**src/rtl/rxq_pkg.sv**
```systemverilog
package rxq_pkg;
  localparam int unsigned RXQ_DATA_W = 8;

  typedef struct packed {
    logic                  brk;
    logic                  par;
    logic                  frm;
    logic [RXQ_DATA_W-1:0] data;
  } rxq_entry_t;

  localparam int unsigned RXQ_ENTRY_W = $bits(rxq_entry_t);
endpackage

```
**src/rtl/rxq_store.sv**
```systemverilog
module rxq_store
  import rxq_pkg::*;
#(
  parameter int unsigned DEPTH = 16
) (
  input  logic       clk_i,
  input  logic       rst_ni,
  input  logic       push_i,
  input  logic       pop_i,
  input  rxq_entry_t wdata_i,
  output rxq_entry_t head_o
);
  localparam int unsigned AW = (DEPTH > 1) ? $clog2(DEPTH) : 1;
  localparam logic [AW-1:0] LAST = AW'(DEPTH - 1);

  rxq_entry_t    mem_q [DEPTH];
  logic [AW-1:0] wr_ptr_q, rd_ptr_q;

  function automatic logic [AW-1:0] nxt(input logic [AW-1:0] p);
    return (p == LAST) ? '0 : p + AW'(1);
  endfunction

  always_ff @(posedge clk_i or negedge rst_ni) begin
    if (!rst_ni) begin
      wr_ptr_q <= '0;
      rd_ptr_q <= '0;
    end else begin
      if (push_i) wr_ptr_q <= nxt(wr_ptr_q);
      if (pop_i)  rd_ptr_q <= nxt(rd_ptr_q);
    end
  end

  always_ff @(posedge clk_i) begin
    if (push_i) mem_q[wr_ptr_q] <= wdata_i;
  end

  assign head_o = mem_q[rd_ptr_q];
endmodule

```
**src/rtl/rxq_level.sv**
```systemverilog
module rxq_level #(
  parameter int unsigned DEPTH = 16,
  localparam int unsigned CW = $clog2(DEPTH + 1)
) (
  input  logic          clk_i,
  input  logic          rst_ni,
  input  logic          push_i,
  input  logic          pop_i,
  output logic [CW-1:0] level_o
);
  always_ff @(posedge clk_i or negedge rst_ni) begin
    if (!rst_ni) begin
      level_o <= '0;
    end else begin
      unique case ({push_i, pop_i})
        2'b10:   level_o <= level_o + CW'(1);
        2'b01:   level_o <= level_o - CW'(1);
        default: level_o <= level_o;
      endcase
    end
  end
endmodule

```
**src/rtl/rxq_ovr.sv**
```systemverilog
module rxq_ovr (
  input  logic clk_i,
  input  logic rst_ni,
  input  logic hit_i,
  input  logic clr_i,
  output logic overrun_o,
  output logic evt_o
);
  always_ff @(posedge clk_i or negedge rst_ni) begin
    if (!rst_ni) begin
      overrun_o <= 1'b0;
      evt_o     <= 1'b0;
    end else begin
      evt_o <= hit_i;
      // clear wins over a same-cycle set
      if (clr_i)      overrun_o <= 1'b0;
      else if (hit_i) overrun_o <= 1'b1;
    end
  end
endmodule

```
**src/rtl/uart_rx_queue.sv**
```systemverilog
module uart_rx_queue
  import rxq_pkg::*;
#(
  parameter int unsigned DEPTH = 16,
  localparam int unsigned CW = $clog2(DEPTH + 1)
) (
  input  logic                   clk_i,
  input  logic                   rst_ni,
  input  logic                   fifo_en_i,
  input  logic                   wr_i,
  input  logic [RXQ_DATA_W-1:0]  wr_data_i,
  input  logic                   wr_frm_i,
  input  logic                   wr_par_i,
  input  logic                   wr_brk_i,
  input  logic                   rd_i,
  input  logic                   ovr_clr_i,
  output logic [RXQ_ENTRY_W-1:0] rd_word_o,
  output logic                   empty_o,
  output logic                   full_o,
  output logic                   overrun_o,
  output logic                   ovr_evt_o,
  output logic [CW-1:0]          level_o
);
  localparam logic [CW-1:0] CAP = CW'(DEPTH);

  rxq_entry_t wentry, head;
  logic       arr_full, push, pop, hit;

  assign wentry   = '{brk: wr_brk_i, par: wr_par_i, frm: wr_frm_i, data: wr_data_i};
  assign empty_o  = (level_o == '0);
  assign arr_full = (level_o == CAP);
  // holding-register mode reports full at one entry; array is still used
  assign full_o   = fifo_en_i ? arr_full : !empty_o;
  assign push     = wr_i && !arr_full;
  assign pop      = rd_i && !empty_o;
  assign hit      = wr_i && full_o;

  rxq_store #(.DEPTH(DEPTH)) i_store (
    .clk_i  (clk_i),
    .rst_ni (rst_ni),
    .push_i (push),
    .pop_i  (pop),
    .wdata_i(wentry),
    .head_o (head)
  );

  rxq_level #(.DEPTH(DEPTH)) i_level (
    .clk_i  (clk_i),
    .rst_ni (rst_ni),
    .push_i (push),
    .pop_i  (pop),
    .level_o(level_o)
  );

  rxq_ovr i_ovr (
    .clk_i    (clk_i),
    .rst_ni   (rst_ni),
    .hit_i    (hit),
    .clr_i    (ovr_clr_i),
    .overrun_o(overrun_o),
    .evt_o    (ovr_evt_o)
  );

  assign rd_word_o = empty_o ? '0 : head;
endmodule

```
**config.mk**
```make
export PLATFORM = sky130hd
export DESIGN_NAME = uart_rx_queue
export DESIGN_NICKNAME = d
export VERILOG_FILES = /design/src/rtl/rxq_pkg.sv /design/src/rtl/rxq_store.sv /design/src/rtl/rxq_level.sv /design/src/rtl/rxq_ovr.sv /design/src/rtl/uart_rx_queue.sv
export SDC_FILE = /design/constraint.sdc
export NUM_CORES = 1
export LEC_CHECK = 0
export ABC_AREA = 1
export CAP_MARGIN = 30
export CORE_ASPECT_RATIO = 0.9
export CORE_MARGIN = 4
export CORE_UTILIZATION = 54
export DETAILED_ROUTE_END_ITERATION = 8
export PLACE_DENSITY = 0.84
export SLEW_MARGIN = 0
export SYNTH_ARGS = -nofsm -noshare
export SYNTH_HDL_FRONTEND = slang
export SYNTH_SLANG_ARGS = --single-unit
```
**constraint.sdc**
```tcl
create_clock -name clk_i -period 2.3 [get_ports clk_i]
set_clock_uncertainty 0.15 [all_clocks]
set_input_delay 0.46 -clock clk_i [delete_from_list [all_inputs] [get_ports clk_i]]
set_output_delay 0.46 -clock clk_i [all_outputs]
set_load 0.05 [all_outputs]
```
# Word-level counts from Yosys, hierarchy flattened

Memory sizes are Yosys's and may differ from the RTL's.
Cells that the tools add are included.

Register bits after elaboration: 15
Bits in writable memories: 176
Bits of input ports: 17
Memories kept: 1

Memory list:

| memory        | words | bits a word | read ports | clocked after Yosys merged registers in | wr ports | line            | source |
|---|---|---|---|---|---|---|---|
| i_store.mem_q | 16    | 11          | 1          | 0                                       | 1        | rxq_store.sv:16 | `rxq_entry_t mem_q [DEPTH];` |

Add/subtract/negate cells: 4
Equality and inequality tests: 5
Multiplexer cells: 9
Reduce and logical (&&, ||, !) cells: 8

Operator list:

| cell                | number |
|---|---|
| $mux 11             | 1 |
| $pmux 5 s2          | 1 |
| $add 4x1->4 const B | 2 |
| $eq 4x4->1 const B  | 2 |
| $mux 4              | 2 |
| $add 5x1->5 const B | 1 |
| $eq 5x5->1 const B  | 1 |
| $logic_not 5->1     | 1 |
| $mux 1              | 5 |
| $sub 5x1->5 const B | 1 |
| $reduce_bool 2->1   | 2 |
| $logic_and 1x1->1   | 3 |
| $eq 2x1->1 const B  | 1 |
| $eq 2x2->1 const B  | 1 |
| $logic_not 1->1     | 2 |

# Depth between registers and ports, before layout

Depth in word-level cells: 6
Gate-level depth with buffers: 16

# By module

From an unflattened synthesis, not the netlist that was laid out.

Cell total of the unflattened synthesis: 871
Area total of the unflattened synthesis: 8715.9 µm²

Modules (own cells, without submodules):

| module        | instances | cells an instance | area an instance (µm²) |
|---|---|---|---|
| rxq_store     | 1         | 777               | 8114.0 |
| rxq_level     | 1         | 52                | 379.1 |
| uart_rx_queue | 1         | 38                | 165.2 |
| rxq_ovr       | 1         | 4                 | 57.6 |

# Least setup slack after synthesis

No wires, ideal clock.

Path type: flip-flop to output port
Start point: register i_level.level_o[4]
End point: output port full_o
Data arrival time: 2.057 ns
Path slack: -0.367 ns
Cell stages (with the launch flop): 5
Buffers on the path: 0
Path through: dfrtp_1 inv_1 nand4_2 inv_1 a21oi_1

Cells in the longest elaborated chain, start to end: 3
Elaborated cells between the ends (all ways): 4

RTL lines:

| what                   | line                | source |
|---|---|---|
| start, declared        | rxq_level.sv:9      | `output logic [CW-1:0] level_o` |
| start signal, assigned | rxq_level.sv:16     | `2'b10: level_o <= level_o + CW'(1);` |
| start signal, assigned | rxq_level.sv:17     | `2'b01: level_o <= level_o - CW'(1);` |
| start signal, assigned | rxq_level.sv:18     | `default: level_o <= level_o;` |
| $logic_not 5->1        | uart_rx_queue.sv:30 | `assign empty_o = (level_o == '0);` |
| named net empty_o      | uart_rx_queue.sv:18 | `output logic empty_o,` |
| $logic_not 1->1        | uart_rx_queue.sv:33 | `assign full_o = fifo_en_i ? arr_full : !empty_o;` |
| $mux 1                 | uart_rx_queue.sv:33 |  |
| end, declared          | uart_rx_queue.sv:19 | `output logic full_o,` |

The timed path passes the listed nets, and every way through them passes these cells.

# Worst setup path after layout

Start point: register i_store.rd_ptr_q[0]
End point: output port rd_word_o[6]

Cells in the longest elaborated chain, start to end: 2

RTL lines:

| what                   | line                | source |
|---|---|---|
| start, declared        | rxq_store.sv:17     | `logic [AW-1:0] wr_ptr_q, rd_ptr_q;` |
| start signal, assigned | rxq_store.sv:29     | `if (pop_i) rd_ptr_q <= nxt(rd_ptr_q);` |
| $mem_v2 16x11          | -                   |  |
| $mux 11                | uart_rx_queue.sv:64 | `assign rd_word_o = empty_o ? '0 : head;` |
| end, declared          | uart_rx_queue.sv:17 | `output logic [RXQ_ENTRY_W-1:0] rd_word_o,` |

No other way between the ends.

==> out/qor.yml <==
outcome: "complete, but fails checks"
violations: "setup timing"
post-route-min-period_ns: 2.64
grt-ovfl-total: 0
area_growth_syn_to_layout_pct: 22.5
htreeDepth: 4
critPathBufInv: 2
pre_cts_ws_ns: -0.0742
antenna_cells: 0
grtUsageTotal_pct: 23.6
dp_hpwl_um: 11900
synth_area_leaders: "edfxtp_1 (66%), nand2_1 (13%), dfrtp_1 (4.7%)"
dr_wl_met3_um: 1700
gp_congestion: 0.911
synth_cells: 728
grt_pass1_wl_um: 29500
dr_wl_met2_um: 10400
synth.cell_area_um2: 8070
crit_slowest_cell: "dfrtp_2"
drt_iter0_markers: 972
synthAdderAreaFrac_pct: 1.24
worstHoldPathType: "in2async"
synthDistinctLibCells: 25
numPortBuffers: 36
core_area_um2: 14700
crit_required_ns: 1.69
critPathArrivalTime_ns: 2.03
path_delay_family: "compound AO/OA/AOI/OAI gates"
rsz0062_at_grt: "true"
wire_per_inst_um: 20.0
worstMarginPinSlew_ns: 0.777
synth_top_family_by_area: "simple AND/OR/NAND/NOR gates"
root_buffer: "clkbuf_16"
route.vias.total: 5815
r2r_cells: 14
power.leakage_nw: 3.86
cts_tree: "built"
synthXorXnorAreaFrac_pct: 0.326
postRouteAntennaNets: 0
grt_pass1_vias: 5615
synth_largest_area_cell: "edfxtp_1"
fin_nets: 824
clock_latency_ns: 0.43
routed_wl_um: 20200
cts_buffer_depth: 2
worst_slack_ns: -0.341
critPathLaunchType: "register"
drt_pass1_iterations: 5
initial_core_util_pct: 55.0
ioPinCount: 37
relSlewSlack_pct: 48.0
yosys.area_share.simple_pct: 19.0
end_kind: "output pin"
synth-compound-area-share_pct: 5.17
syn-mean-instance-area_um2: 11.1
drv_slew: 0
ys_warn_count: 0
num_rows: 42
irDropWorstVdd_uv: 941
fp.dieW_um: 137
die_h_um: 124
cts_made_buffers: 17
routed.top_layer: "met4"
stdcell_count: 1010
cp_slowest_stage_delay_ns: 0.48
clock_sinks: 191
synthMuxAreaShare_pct: 0
max_cap_violations: 0
cp_max_fo: 33
cp.depth: 6
floorplan.die_area_um2: 17000
drive_above_1_share_pct: 20.0
clk_pin_slew_ns: 0.06
wl_met1_um: 7530
power_density_nw_per_um2: 1440
place_inst: 973
async_flop_share_pct: 7.85
timing.final.hold_violations: 0
setup_violations: 11
ys_ff_latch: 191
synth-edff-count: 176
grt_max_degree: 57
clock.fmax_mhz: 379
critPathKind: "reg2out"
drc_errors: 0
period_share_pct: 115
via_per_inst: 5.76
ys.flop_type: "edfxtp_1"
antenna_found_initial: 0
yosysSeqAreaShare_pct: 70.2
synth_fp_nets: 753
synth_top_area_share_pct: 65.5
crit_path_cell_trace: "buf_6 -> a21oi_1 -> o21ai_0 -> a21oi_2 -> nor2_4 -> buf_12"
## routing by layer
layer  up-vias  track usage (%)
li1       2625                -
met1      2787             30.1
met2       349             39.6
met3        54             5.17
met4         0             9.48
met5         -                0
## cell usage after synthesis (2+ instances only)
| cell | n |
|---|---|
| edfxtp_1 | 176 |
| nand3_1 | 68 |
| ha_1 | 8 |
| a21oi_1 | 60 |
| buf_4 | 6 |
| inv_1 | 32 |
| buf_6 | 3 |
| buf_2 | 19 |
| clkbuf_1 | 5 |
| nand2_1 | 271 |
| dfrtp_1 | 15 |
| inv_4 | 2 |
| o21ai_0 | 13 |
| o21ai_1 | 7 |
| nor2_2 | 2 |
| xnor2_1 | 2 |
| nor2_1 | 31 |
## final timing paths
kind	startpoint	slack (ns)	end
max	i_store.rd_ptr_q[0]$_DFFE_PN0P_	-0.34	rd_word_o[6]
min	rst_ni	0.19	i_store.rd_ptr_q[0]$_DFFE_PN0P_
max in group asynchronous	rst_ni	1.61	i_store.rd_ptr_q[2]$_DFFE_PN0P_
max reg2reg	i_level.level_o[1]$_DFFE_PN0P_	0.17	i_level.level_o[4]$_DFFE_PN0P_
min in group clk_i	i_ovr.overrun_o$_DFFE_PN0P_	0.37	i_ovr.overrun_o$_DFFE_PN0P_
min reg2reg	i_ovr.overrun_o$_DFFE_PN0P_	0.37	i_ovr.overrun_o$_DFFE_PN0P_
## kinds of logic after synthesis
logic type	Yosys count
AO/OA/AOI/OAI	81
adder cells (fa/ha/maj)	8
buffers and inverters	68
AND/OR/NAND/NOR	377
XOR/XNOR	3
flip-flops	191
## flip-flops by register name, indices dropped and copies added, names as in the netlist
register          cells
i_store.mem_q       176
i_level.level_o       5
i_ovr.overrun_o       1
i_store.wr_ptr_q      4
i_ovr.evt_o           1
i_store.rd_ptr_q      4
## final cells by class
| class | count | area [um2] |
|---|---|---|
| fill | 942 | 4780 |
| tap | 198 | 248 |
| clock inverter | 10 | 66.3 |
| sequential | 191 | 5670 |
| timing repair buffer | 85 | 980 |
| inverter | 35 | 139 |
| multi-input combinational | 469 | 2330 |
| clock buffer | 22 | 444 |
## power breakdown
part	leakage, nW	switching (mW)	internal (mW)	total (mW)
combinational	1.85	4.49	2.63	7.12
clock	0.240	1.25	1.38	2.62
sequential	1.76	0.258	4.22	4.48
## cells in the final DEF, fill, tap and decap left out, types with 2 or more instances in the layout
master	instances
clkinvlp_4	3
clkbuf_1	5
dlygate4sd2_1	2
clkbuf_16	18
buf_6	3
clkinv_4	3
nor2_2	5
nor2_1	19
a21oi_1	40
nand2_2	11
inv_1	28
dfrtp_1	7
nand2_1	261
dlymetal6s2s_1	2
nand3_1	58
nand3_2	11
inv_2	5
xnor2_1	2
dfrtp_2	8
buf_12	18
a21oi_2	19
clkinv_1	2
buf_4	38
nor2_4	9
clkdlybuf4s50_1	19
ha_1	7
o21ai_0	10
o21ai_1	10
clkinv_2	2
edfxtp_1	176
## repair_timing
item,in CTS,in global routing
hold buffers,0,0
endpoints found under the setup margin,14,14
gates resized for setup,20,50
endpoints found under the hold margin,0,0
cloned,1,2
pin swaps,1,5
setup buffers,0,2
## metrics by stage
| stage | TNS, ns | hold slack [ns] | util [%] | total power [mW] | instance area (um2) |
|---|---|---|---|---|---|
| after floorplan | 0 | 0.0144 | - | 8.25 | 8120 |
| after global placement | -0.0379 | 0.358 | 61.8 | 10.6 | 9060 |
| after detailed placement | -0.0742 | 0.363 | 61.8 | 10.8 | 9060 |
| after CTS | -3.05 | 0.187 | 65.9 | 13.6 | 9660 |
| after global routing | -3.89 | 0.208 | 67.4 | 14.8 | 9880 |
| final | -3.08 | 0.192 | 67.4 | 14.2 | 9880 |
(Power assumes the default switching activity.)
